===== config.mk =====
export PLATFORM = sky130hd
export DESIGN_NAME = ctrl_pipe
export DESIGN_NICKNAME = d
export VERILOG_FILES = /design/src/rtl/ctrl_pipe_pkg.sv /design/src/rtl/ctrl_decoder.sv /design/src/rtl/pipe_slot.sv /design/src/rtl/ctrl_pipe.sv
export SDC_FILE = /design/constraint.sdc
export NUM_CORES = 1
export LEC_CHECK = 0
export BUFFER_PORTS_ARGS = -buffer_cell sky130_fd_sc_hd__buf_4
export CAP_MARGIN = 5
export CORE_MARGIN = 2
export CORE_UTILIZATION = 50
export DETAILED_ROUTE_END_ITERATION = 6
export PLACE_DENSITY = 0.84
export REMOVE_ABC_BUFFERS = 1
export SYNTH_ARGS = -nofsm -noshare
export SYNTH_HDL_FRONTEND = slang
export SYNTH_SLANG_ARGS = --single-unit

===== constraint.sdc =====
create_clock -name clk -period 3.07 [get_ports clk]
set_input_delay 0.921 -clock clk [delete_from_list [all_inputs] [get_ports clk]]
set_output_delay 0.921 -clock clk [all_outputs]
set_load 0.03 [all_outputs]

===== src/rtl/ctrl_pipe_pkg.sv =====
package ctrl_pipe_pkg;
  localparam int OPC_W = 6;

  localparam logic [OPC_W-1:0] OPC_REG   = 6'h00;
  localparam logic [OPC_W-1:0] OPC_LOAD  = 6'h23;
  localparam logic [OPC_W-1:0] OPC_STORE = 6'h2B;
  localparam logic [OPC_W-1:0] OPC_BREQ  = 6'h04;
  localparam logic [OPC_W-1:0] OPC_ADDI  = 6'h08;
  localparam logic [OPC_W-1:0] OPC_ORI   = 6'h0D;

  typedef enum logic [1:0] {
    ALU_ADD   = 2'd0,
    ALU_SUB   = 2'd1,
    ALU_FUNCT = 2'd2,
    ALU_OR    = 2'd3
  } alu_sel_e;

  typedef struct packed {
    logic     sign_ext;
    logic     imm_operand;
    alu_sel_e alu_sel;
    logic     dest_rd;
  } ex_ctl_t;

  typedef struct packed {
    logic store_en;
    logic branch_en;
  } mem_ctl_t;

  typedef struct packed {
    logic load_sel;
    logic rf_wr_en;
  } wb_ctl_t;

  typedef struct packed {
    ex_ctl_t  ex;
    mem_ctl_t mem;
    wb_ctl_t  wb;
  } ctl_t;

  localparam int EX_CTL_W  = $bits(ex_ctl_t);
  localparam int MEM_CTL_W = $bits(mem_ctl_t);
  localparam int WB_CTL_W  = $bits(wb_ctl_t);
  localparam int CTL_W     = $bits(ctl_t);
endpackage


===== src/rtl/ctrl_decoder.sv =====
module ctrl_decoder
  import ctrl_pipe_pkg::*;
(
  input  logic [OPC_W-1:0] opcode,
  output ctl_t             ctl
);
  always_comb begin
    ctl = '0;
    unique case (opcode)
      OPC_REG: begin
        ctl.ex.alu_sel = ALU_FUNCT;
        ctl.ex.dest_rd = 1'b1;
        ctl.wb.rf_wr_en = 1'b1;
      end
      OPC_LOAD: begin
        ctl.ex.sign_ext    = 1'b1;
        ctl.ex.imm_operand = 1'b1;
        ctl.ex.alu_sel     = ALU_ADD;
        ctl.ex.dest_rd     = 1'b1;
        ctl.wb.load_sel    = 1'b1;
        ctl.wb.rf_wr_en    = 1'b1;
      end
      OPC_STORE: begin
        ctl.ex.sign_ext    = 1'b1;
        ctl.ex.imm_operand = 1'b1;
        ctl.ex.alu_sel     = ALU_ADD;
        ctl.mem.store_en   = 1'b1;
      end
      OPC_BREQ: begin
        ctl.ex.sign_ext   = 1'b1;
        ctl.ex.alu_sel    = ALU_SUB;
        ctl.mem.branch_en = 1'b1;
      end
      OPC_ADDI: begin
        ctl.ex.sign_ext    = 1'b1;
        ctl.ex.imm_operand = 1'b1;
        ctl.ex.alu_sel     = ALU_ADD;
        ctl.wb.rf_wr_en    = 1'b1;
      end
      OPC_ORI: begin
        ctl.ex.imm_operand = 1'b1;
        ctl.ex.alu_sel     = ALU_OR;
        ctl.wb.rf_wr_en    = 1'b1;
      end
      default: ctl = '0;
    endcase
  end


  always_comb begin
    store_vs_write_chk: assert (!(ctl.mem.store_en && ctl.wb.rf_wr_en));
  end
endmodule


===== src/rtl/pipe_slot.sv =====
module pipe_slot #(
  parameter int W = 8
) (
  input  logic         clk,
  input  logic         rst,
  input  logic         advance,
  input  logic         squash,
  input  logic         in_valid,
  input  logic [W-1:0] in_data,
  output logic         out_valid,
  output logic [W-1:0] out_data
);
  always_ff @(posedge clk) begin
    if (rst) begin
      out_valid <= 1'b0;
      out_data  <= '0;
    end else if (squash) begin
      out_valid <= 1'b0;
      out_data  <= '0;
    end else if (advance) begin
      out_valid <= in_valid;
      out_data  <= in_valid ? in_data : '0;
    end
  end


  empty_slot_clear_chk: assert property (@(posedge clk) disable iff (rst)
    !out_valid |-> (out_data == '0));


  hold_slot_chk: assert property (@(posedge clk) disable iff (rst)
    (!advance && !squash) |=> ($stable(out_valid) && $stable(out_data)));


  squash_slot_chk: assert property (@(posedge clk) disable iff (rst)
    squash |=> !out_valid);
endmodule


===== src/rtl/ctrl_pipe.sv =====
module ctrl_pipe
  import ctrl_pipe_pkg::*;
#(
  parameter int TAG_W = 8
) (
  input  logic             clk,
  input  logic             rst,
  input  logic             if_valid,
  output logic             if_ready,
  input  logic [OPC_W-1:0] if_opcode,
  input  logic [TAG_W-1:0] if_tag,
  input  logic             stall,
  input  logic             bubble,
  output logic             ex_valid,
  output logic [TAG_W-1:0] ex_tag,
  output logic             ex_sign_ext,
  output logic             ex_imm_operand,
  output logic [1:0]       ex_alu_sel,
  output logic             ex_dest_rd,
  output logic             mem_valid,
  output logic [TAG_W-1:0] mem_tag,
  output logic             mem_store_en,
  output logic             mem_branch_en,
  output logic             wb_valid,
  output logic [TAG_W-1:0] wb_tag,
  output logic             wb_load_sel,
  output logic             wb_rf_wr_en
);
  localparam int FD_W = OPC_W + TAG_W;
  localparam int DX_W = TAG_W + CTL_W;
  localparam int XM_W = TAG_W + MEM_CTL_W + WB_CTL_W;
  localparam int MW_W = TAG_W + WB_CTL_W;

  // decode-stage register: opcode and tag
  logic             fd_valid;
  logic [FD_W-1:0]  fd_data;
  logic [OPC_W-1:0] fd_opcode;
  logic [TAG_W-1:0] fd_tag;

  assign if_ready = !stall;

  pipe_slot #(.W(FD_W)) u_fd (
    .clk(clk), .rst(rst), .advance(!stall), .squash(1'b0),
    .in_valid(if_valid), .in_data({if_opcode, if_tag}),
    .out_valid(fd_valid), .out_data(fd_data)
  );
  assign {fd_opcode, fd_tag} = fd_data;

  ctl_t dec_ctl;
  ctrl_decoder u_dec (.opcode(fd_opcode), .ctl(dec_ctl));

  // execute-stage register: full control word
  logic             dx_valid;
  logic [DX_W-1:0]  dx_data;
  logic [TAG_W-1:0] dx_tag;
  ctl_t             dx_ctl;

  pipe_slot #(.W(DX_W)) u_dx (
    .clk(clk), .rst(rst), .advance(1'b1), .squash(stall || bubble),
    .in_valid(fd_valid), .in_data({fd_tag, dec_ctl}),
    .out_valid(dx_valid), .out_data(dx_data)
  );
  assign {dx_tag, dx_ctl} = dx_data;

  // memory-stage register: execute controls dropped
  logic             xm_valid;
  logic [XM_W-1:0]  xm_data;
  logic [TAG_W-1:0] xm_tag;
  mem_ctl_t         xm_mem;
  wb_ctl_t          xm_wb;

  pipe_slot #(.W(XM_W)) u_xm (
    .clk(clk), .rst(rst), .advance(1'b1), .squash(1'b0),
    .in_valid(dx_valid), .in_data({dx_tag, dx_ctl.mem, dx_ctl.wb}),
    .out_valid(xm_valid), .out_data(xm_data)
  );
  assign {xm_tag, xm_mem, xm_wb} = xm_data;

  // writeback-stage register: only write controls remain
  logic             mw_valid;
  logic [MW_W-1:0]  mw_data;
  logic [TAG_W-1:0] mw_tag;
  wb_ctl_t          mw_wb;

  pipe_slot #(.W(MW_W)) u_mw (
    .clk(clk), .rst(rst), .advance(1'b1), .squash(1'b0),
    .in_valid(xm_valid), .in_data({xm_tag, xm_wb}),
    .out_valid(mw_valid), .out_data(mw_data)
  );
  assign {mw_tag, mw_wb} = mw_data;

  assign ex_valid       = dx_valid;
  assign ex_tag         = dx_tag;
  assign ex_sign_ext    = dx_ctl.ex.sign_ext;
  assign ex_imm_operand = dx_ctl.ex.imm_operand;
  assign ex_alu_sel     = dx_ctl.ex.alu_sel;
  assign ex_dest_rd     = dx_ctl.ex.dest_rd;
  assign mem_valid      = xm_valid;
  assign mem_tag        = xm_tag;
  assign mem_store_en   = xm_mem.store_en;
  assign mem_branch_en  = xm_mem.branch_en;
  assign wb_valid       = mw_valid;
  assign wb_tag         = mw_tag;
  assign wb_load_sel    = mw_wb.load_sel;
  assign wb_rf_wr_en    = mw_wb.rf_wr_en;


  ex_to_mem_lockstep_chk: assert property (@(posedge clk) disable iff (rst)
    ex_valid |=> (mem_valid && mem_tag == $past(ex_tag)));


  mem_to_wb_lockstep_chk: assert property (@(posedge clk) disable iff (rst)
    mem_valid |=> (wb_valid && wb_tag == $past(mem_tag)));


  stall_noop_chk: assert property (@(posedge clk) disable iff (rst)
    stall |=> (!ex_valid && !ex_imm_operand && !ex_dest_rd));


  write_only_when_valid_chk: assert property (@(posedge clk) disable iff (rst)
    wb_rf_wr_en |-> wb_valid);
endmodule


---- After elaboration in Yosys (flattened, before gate mapping) ----
Cells that the tools add are included.
operators by class
  reductions and logical operators ........ 11
  mux-type cells .......................... 9
  eq/ne operators ......................... 5
  bitwise gates (word level) .............. 3
operators by type and width
  cell                                                                    number
  14-bit two-way mux                                                      1
  6-bit by 4-bit equality test with 1-bit output (second input constant)  2
  6-bit equality test (second input constant)                             2
  4-bit OR reduction                                                      3
  2-bit OR reduction                                                      4
  1-bit two-way mux                                                       7
  6-bit by 3-bit equality test with 1-bit output (second input constant)  1
  6-bit logical NOT                                                       1
  2-bit case mux with 3 select lines                                      1
  1-bit inverter                                                          3
  3-bit OR reduction                                                      1
  1-bit logical NOT                                                       1
  1-bit logical OR                                                        1
storage, ports and cells
  register bits ........................... 57
  output and inout port bits .............. 37

---- Longest topological paths before layout ----
Gate-level depths: netlist (run 1).
  word-level depth ........................ 3
  mapped depth ............................ 7
  depth with buffers taken out ............ 5

---- Cells and area by module ----
From an unflattened synthesis (run 1), not the netlist that was laid out.
second synthesis, totals
  cells, all modules ...................... 282
  area, all modules ....................... 2598.7 um^2
modules (own cells, without submodules)
  module             cells an instance  seq. area each (um^2)  area an instance (um^2)  times used
  pipe_slot at u_dx  80                 360.3                  753.2                    1
  pipe_slot at u_fd  66                 300.3                  635.6                    1
  pipe_slot at u_xm  56                 260.2                  541.8                    1
  pipe_slot at u_mw  48                 220.2                  462.9                    1
  ctrl_decoder       28                 0.0                    187.7                    1
  ctrl_pipe          4                  0.0                    17.5                     1

---- Worst setup path before layout (run 1) ----
Ideal clock, no wire load.
  kind .................................... input port to output port
  start ................................... input port stall
  end ..................................... output port if_ready
  required time ........................... 2.149 ns
  stages on the path ...................... 2
  arrival time ............................ 1.218 ns
  setup slack ............................. 0.931 ns
  buffers on the path ..................... 1
  path through ............................ buf_2 > inv_2
between the ends
  longest elaborated chain between the ends .. 1
ends and longest elaborated chain
  element            RTL line         source
  start, declared    ctrl_pipe.sv:12  input logic stall,
  1-bit logical NOT  -
  end, declared      ctrl_pipe.sv:9   output logic if_ready,
No other way between the ends.

---- Worst setup path after layout (run 1) ----
Same ends and word-level chain as after synthesis.

==> results of run 1 <==
-- worst paths after layout --
kind,slack [ns],from,endpoint,cells past startpoint
worst min register to register,0.42,u_dx.out_data[2],u_xm.out_data[2],1
worst max-delay path,0.80,stall,if_ready,3
worst min-delay path,0.42,u_dx.out_data[2],u_xm.out_data[2],1
worst max register to register,1.84,u_fd.out_data[8],u_dx.out_data[7],3
-- routing by layer --
metal / wire length (µm) / share of wire
met1: 1380 / 0.47
met4: 65 / 0.022
met5: 0 / 0
met3: 227 / 0.078
met2: 1232 / 0.42
-- cell usage after synthesis (all sizes together) (2+ instances only) --
master / instances
and2: 30
nor2b: 3
nand2b: 2
dfxtp: 57
xor2: 2
nand3: 4
a21oi: 4
inv: 3
nor3: 2
nand2: 4
a31oi: 2
nor2: 19
a22oi: 14
buf: 28
-- cell families (layout without fill, tap and decap cells) --
group,Yosys count,count (layout),synth area share
and+or+nand+nor,70,70,0.2165
buffers and inverters,32,74,0.1140
AOI/OAI and AO/OA,20,20,0.07281
xor gates and xnor gates,2,2,0.009022
DFF,57,57,0.5876
-- through the flow --
| step | util | hold WS [ns] | area [µm²] |
|---|---|---|---|
| 2_1_floorplan | - | 0.4057 | 1732 |
| 3_3_place_gp | 0.5977 | 0.4108 | 2205 |
| 3_5_place_dp | 0.5977 | 0.4097 | 2205 |
| 4_1_cts | 0.6506 | 0.4243 | 2400 |
| 5_1_grt | 0.6506 | 0.4351 | 2400 |
| 6_report | 0.6506 | 0.4229 | 2400 |
-- critical path, stage by stage --
cell   delay [ns]
buf_4        0.20
inv_2        0.06
buf_4        0.17
-- power by group through the flow --
stage | clock network, mW | registers, mW | logic [mW]
global route | 0.722 | 0.758 | 0.0653
floorplan | 0 | 0.773 | 0.0265
CTS | 0.689 | 0.757 | 0.0591
detailed placement | 0 | 0.774 | 0.0591
finish | 0.674 | 0.757 | 0.0587
global placement | 0 | 0.773 | 0.0574
-- sequential cells by signal, indices dropped and copies added (netlist names) --
| register | count |
|---|---|
| u_dx.out_data | 17 |
| u_dx.out_valid | 1 |
| u_fd.out_data | 14 |
| u_fd.out_valid | 1 |
| u_mw.out_data | 10 |
| u_mw.out_valid | 1 |
| u_xm.out_data | 12 |
| u_xm.out_valid | 1 |
-- area by class of cell --
type / instances / area (µm²)
clock buffer: 10 / 137.6
multi-input combinational: 92 / 579.3
inverter: 3 / 11.26
tap: 48 / 60.06
sequential: 57 / 1141
timing repair buffer: 55 / 412.9
fill: 319 / 1289
clock inverter: 6 / 57.56
-- layout by cell type (no fill, tap or decap), types with 2 or more instances in the layout --
cell / synthesis / final
nor2_1: 18 / 18
buf_4: 19 / 55
a22oi_1: 14 / 14
and2_1: 30 / 30
clkinv_2: 0 / 4
xor2_1: 2 / 2
nand2_1: 3 / 3
a31oi_1: 2 / 2
nand3_1: 3 / 3
clkbuf_8: 0 / 10
nand2b_1: 2 / 2
dfxtp_1: 57 / 57
inv_2: 2 / 2
nor2b_1: 2 / 2
a21oi_1: 3 / 3
==> summary.md, run 1 <==
| Metric | Value |
|---|---|
| Outcome | completed |
| Synthesized flop and latch total | 57 |
| Initial core utilization | 0.5265 |
| Setup_tns | 0 ns |
| CP endpoint kind | primary output |
| CTS H-tree depth | 3 |
| Dpl hpwl | 2.086 mm |
| Sequential area share after synthesis | 0.5876 |
| Placeable Area | between 3000 and 4000 µm² |
| Avg WL per Cell | approximately 11 µm |
| Clock slew at reported path FFs | roughly 0.060 ns |
| Setup slack at placement | between 0.8 and 0.9 ns |
| Vias per inst | between 4 and 5 |
| Post-synthesis cell count | approximately 180 |
| Combinational share of power | 0.039 |
| ANT nets after route | 0 |
| Die X-Extent | 66.32 µm |
| Site Rows | 22 |
| Worst Setup Path Type | in -> out |
| Vias in the first global route | between 1k and 1.5k |
| Met2 Usage GRT | 0.2300 |
| GR Layer Usage met1 | 0.1699 |
| Synth area leader | dfxtp_1 |
| Worst-path fanout max | 17 |
| Clock power frac | 0.452 |
| Fin cells | 271 |
| Sequential power share | 0.508 |
| FMAX | 0.4409 GHz |
| Die height | approximately 66 µm |
| RSZ-0062 raised after global routing | no |
| Post-synth top flop | dfxtp_1 |
| Worst setup SP type | input pin |
| Total GRT Usage | 0.1506 |
| Asr flop ratio synth | 0 |
| Layout cells sized above 1 | 0.3587 |
| Final worst slack | around 0.80 ns |
| P_sw | 0.3210 mW |
| Clock skew | slightly above 0.003 ns |
| GRT Residual Overflow | 0 |
| Worst slew margin | 0.6279 |
| GPL Wtd Cong | about 0.72 |
| Largest cells by area after synthesis | dfxtp_1 59%, and2_1 9.7%, buf_4 7.3% |
| Max cap viols | 0 |
| Ant diodes | 0 |
| Detailed Route Iter0 Violations | 30 |
| # IOs | between 50 and 60 |
| Largest net degree at the start of global routing | 19 |
| Port buffer count | 55 |
| Synth cell types | 30 |
| Num CTS Buffers | 9 |
| Most Used Layer, Global Route | met2 |
| Total wire length | ~2.9 mm |
| Hold Violations, Final | 0 |
| CP arrival | approximately 1.4 ns |
| Initial antenna violation count | 0 |
| Die ar. | roughly 4400 µm² |
| Avg Cell Area, Syn | ~11 µm² |
| Worst-Margin Slew | 0.5570 ns |
| Number of synthesized flops with an enable pin | 0 |
| Via count | 1205 |
| Clock Path Buffers | 2 |
| Synth-to-Final Area Change | 23.58% |
| Number of detailed-route iterations in the first pass | 4 |
| Final period utilization | 0.7387 |
| Met3 GRT Util | 0.06474 |
| Hold Path Class | reg -> reg |
| Pwr Total | 1.490 mW |
| Setup bufs post-CTS | 0 |
| Clock Sinks | 57 |
| Worst vdd ir | 458.5 µV |
| Net Sw Frac | 0.2155 |
| CTS tree | built |
| Pwr dens | ~620 nW/µm² |
| DRC viols | 0 |
| Hold Buf Count CTS | 0 |
| Max Slew Vio Count | 0 |
| Syn. warnings | 0 |
| Root Driver | clkbuf_8 |
| Clk Latency, worst-skew pair | between 0.3 and 0.4 ns |
| Syn Std Cell Area | 1942 µm² |
| First-pass GRT wire length | roughly 4.7 mm |
| Share of the synthesized area in the top cell type | 0.5876 |
| Placed instance count | between 200 and 300 |
| Internal | about 1.2 mW |
| Clock period minus final worst setup slack | 2.268 ns |
| CP required | 2.15 ns |
| Post-layout nets | approximately 240 |
| Final setup viols | 0 |
| P_leak | approximately 1.1 nW |
| Cts repair resizes | 0 |
Note: power is estimated with default switching activity, not from simulation.
==> run 2, diff against run 1 <==
--- a/config.mk
+++ b/config.mk
@@ -5,6 +5,7 @@
 export SDC_FILE = /design/constraint.sdc
 export NUM_CORES = 1
 export LEC_CHECK = 0
+export ABC_AREA = 1
 export BUFFER_PORTS_ARGS = -buffer_cell sky130_fd_sc_hd__buf_4
 export CAP_MARGIN = 5
 export CORE_MARGIN = 2
==> constraint.sdc (replaced) <==
create_clock -name clk -period 2.3 [get_ports clk]
set_input_delay 0.69 -clock clk [delete_from_list [all_inputs] [get_ports clk]]
set_output_delay 0.69 -clock clk [all_outputs]
set_load 0.03 [all_outputs]
==> summary.md, run 2 <==
| Metric | Value |
|---|---|
| Final worst slack | 0.6184 ns (was 0.8020 ns) |
| Placeable Area | 3943 µm² (was 3689 µm²) |
| Biggest register | u_dx.out_data (unchanged) |
| P_sw | 0.4118 mW (was 0.3210 mW) |
| Post-layout nets | 303 (was 237) |
| Initial antenna violation count | 0 (unchanged) |
| Post-layout util | 0.6414 (was 0.6506) |
| R2R depth | 5 (was 3) |
| Commonest non-fill, non-tap cells in the layout | 57 x dfxtp_1, 56 x buf_4, 43 x nand2_1 (was 57 x dfxtp_1, 55 x buf_4, 30 x and2_1) |
| Worst-Margin Slew | 0.3844 ns (was 0.5570 ns) |
| Reg2reg setup slack | 1.29 ns (was 1.84 ns) |
| Syn. warnings | 0 (unchanged) |
| CP endpoint kind | primary output (unchanged) |
| Share of the synthesized area in the top cell type | 0.5619 (was 0.5876) |
| Net Sw Frac | 0.2022 (was 0.2155) |
| Clock Path Buffers | 2 (unchanged) |
| CP arrival | 0.99 ns (was 1.35 ns) |
| Max Slew Vio Count | 0 (unchanged) |
| Die height | 67.73 µm (was 66.32 µm) |
| Number of detailed-route iterations in the first pass | 4 (unchanged) |
| CTS H-tree depth | 3 (unchanged) |
| Number of synthesized flops with an enable pin | 0 (unchanged) |
| Clock power frac | 0.464 (was 0.452) |
| Syn Std Cell Area | 2031 µm² (was 1942 µm²) |
| Final period utilization | 0.7311 |
| Hold Violations, Final | 0 (unchanged) |
| Layout cells sized above 1 | 0.2837 (was 0.3587) |
| Site Rows | 23 (was 22) |
| First-pass GRT wire length | 5.216 mm (was 4.740 mm) |
| Die ar. | 4587 µm² (was 4398 µm²) |
| Dominant cell by count in the synthesized netlist | dfxtp_1 (unchanged) |
| CTS tree | built (unchanged) |
| Hold Path Class | reg -> reg (unchanged) |
| Fin cells | 339 (was 271) |
| Die X-Extent | 67.73 µm (was 66.32 µm) |
| Hold Buf Count CTS | 0 (unchanged) |
| Synth-to-Final Area Change | 24.52% (was 23.58%) |
| Max cap viols | 0 (unchanged) |
| Compound-gate portion of the synthesized area | 0.04128 (was 0.07281) |
| Setup bufs post-CTS | 0 (unchanged) |
| Num CTS Buffers | 9 (unchanged) |
| Final setup viols | 0 (unchanged) |
| Hold Worst Slack | 0.4087 ns (was 0.4229 ns) |
| Via count | 1421 (was 1205) |
| Sequential area share after synthesis | 0.5619 (was 0.5876) |
| Clock period minus final worst setup slack | about 1.7 ns |
| Fin area | 2529 µm² (was 2400 µm²) |
| R2r startpoint | u_fd.out_data[10] (was u_fd.out_data[8]) |
| Initial core utilization | 0.5151 (was 0.5265) |
| Worst slew margin | 0.7431 (was 0.6279) |
| Total GRT Usage | 0.1584 (was 0.1506) |
| Pwr dens | 805.5 nW/µm² (was 620.7 nW/µm²) |
| Placed instance area | 2321 µm² (was 2205 µm²) |
| Worst-path fanout max | 2 (was 17) |
| Largest register FFs | 17 (unchanged) |
| Post-Synth Simple-Gate Area | 0.2193 (was 0.2165) |
| Combinational share of power | 0.041 (was 0.039) |
| Outcome | completed (unchanged) |
| ANT nets after route | 0 (unchanged) |
| Worst Setup Path Type | in -> out (unchanged) |
| Total wire length | 3.257 mm (was 2.907 mm) |
| Avg Cell Area, Syn | 8.357 µm² (was 10.73 µm²) |
| Post-synth top flop | dfxtp_1 (unchanged) |
| Clk Latency, worst-skew pair | 0.32 ns (was 0.33 ns) |
| Setup slack at placement | 0.6160 ns (was 0.8072 ns) |
| P_leak | 1.121 nW (was 1.096 nW) |
| Min-Delay Path Depth | 2 (was 1) |
| Vias in the first global route | 1254 (was 1102) |
| Clock slew at reported path FFs | 0.06 ns (about the same) |
| Placed instance count | 323 (was 255) |
| Synth area leader | dfxtp_1 (unchanged) |
| Synth cell types | 21 (was 30) |
| Clock skew | 0.005615 ns (was 0.003026 ns) |
| Detailed Route Iter0 Violations | 61 (was 30) |
| Synthesized flop and latch total | 57 (unchanged) |
| RR Endpoint | u_dx.out_data[8] (was u_dx.out_data[7]) |
| Launch point of the worst path | stall (unchanged) |
| Cts repair resizes | 0 (unchanged) |
| Worst vdd ir | 391.2 µV (was 458.5 µV) |
| Root Driver | clkbuf_8 (unchanged) |
| Setup crit end | if_ready (unchanged) |
| DRC viols | 0 (unchanged) |
| RSZ-0062 raised after global routing | no (unchanged) |
| Sequential power share | 0.495 (was 0.508) |
| Asr flop ratio synth | 0 (unchanged) |
| Ant diodes | 0 (unchanged) |
| Synth Area in XOR/XNOR | 0 (was 0.009021) |
| Most common cell after layout, fill and taps aside | dfxtp_1 (unchanged) |
| Largest cells by area after synthesis | dfxtp_1 56%, nand2_1 7.9%, inv_1 7.8% (was dfxtp_1 59%, and2_1 9.7%, buf_4 7.3%) |
| Vias per inst | 4.192 (was 4.446) |
| Setup_tns | 0 ns (unchanged) |
| GRT Residual Overflow | 0 (unchanged) |
| Internal | 1.625 mW (was 1.169 mW) |
| Top Registers | u_dx.out_data (17), u_fd.out_data (14), u_xm.out_data (12) (unchanged) |
| Clock Sinks | 57 (unchanged) |
| Largest net degree at the start of global routing | 18 (was 19) |
| Dpl hpwl | 2.337 mm (was 2.086 mm) |
| FMAX | approximately 0.6 GHz |
| Synth Area in Adders | 0 (unchanged) |
| Port buffer count | 55 (unchanged) |
| Main combinational cell family by area after synthesis | simple AND/OR/NAND/NOR gates (unchanged) |
| Top post-synthesis cells by count | 57 x dfxtp_1, 43 x nand2_1, 42 x inv_1 (was 57 x dfxtp_1, 30 x and2_1, 19 x buf_4) |
| # IOs | 56 (unchanged) |
| Post-synthesis cell count | 243 (was 181) |
| Pwr Total | 2.037 mW (was 1.490 mW) |
| CP required | 1.61 ns (was 2.15 ns) |
| GPL Wtd Cong | 0.8651 (was 0.7174) |
| Mux cell area share after synthesis | 0 (unchanged) |
| Avg WL per Cell | 9.608 µm (was 10.73 µm) |
| Fill cell count | 359 (was 319) |
| Worst setup SP type | input pin (unchanged) |
run 2: cells by family after synthesis:
family	count (synthesis)
AND/OR/NAND/NOR	100
AO/OA/AOI/OAI	16
flip-flops	57
buffers and inverters	70
run 2: worst min path at each step:
| stage | startpoint | end | slack [ns] |
|---|---|---|---|
| floorplan | u_xm.out_data[0] | u_mw.out_data[0] | 0.39 |
| global placement | u_xm.out_data[1] | u_mw.out_data[1] | 0.40 |
| detailed placement | u_dx.out_data[1] | u_xm.out_data[1] | 0.40 |
| CTS | u_dx.out_data[1] | u_xm.out_data[1] | 0.41 |
| global route | u_xm.out_data[0] | u_mw.out_data[0] | 0.43 |
| finish | u_dx.out_data[1] | u_xm.out_data[1] | 0.41 |
run 2: final cells by class:
class	instances	area, µm²	share of cell area
Clock buffer	14	172.7	0.06828
Tap cell	50	62.56	0.02474
Inverter	44	167.7	0.06630
Clock inverter	2	35.03	0.01385
Multi-Input combinational cell	116	529.3	0.2093
Sequential cell	57	1141	0.4513
Timing Repair Buffer	56	420.4	0.1663
run 2: metal layers:
metal	global-route usage	vias up	part of all wire
li1	-	779	-
met1	0.1762	593	0.44
met2	0.2500	43	0.47
met3	0.05500	6	0.065
met4	0.1148	0	0.027
met5	0	-	0
run 2: worst max-delay path, stage by stage:
cell and delay (ns):
buf_4 0.11, inv_1 0.04, buf_4 0.15
run 2: power groups by stage:
stage	Sequential (mW)	Combinational (mW)	Clock (mW)
floorplan	1.03	0.0381	0
global placement	1.03	0.0827	0
detailed placement	1.03	0.0838	0
CTS	1.01	0.0839	0.971
global route	1.01	0.0927	1.00
finish	1.01	0.0831	0.946
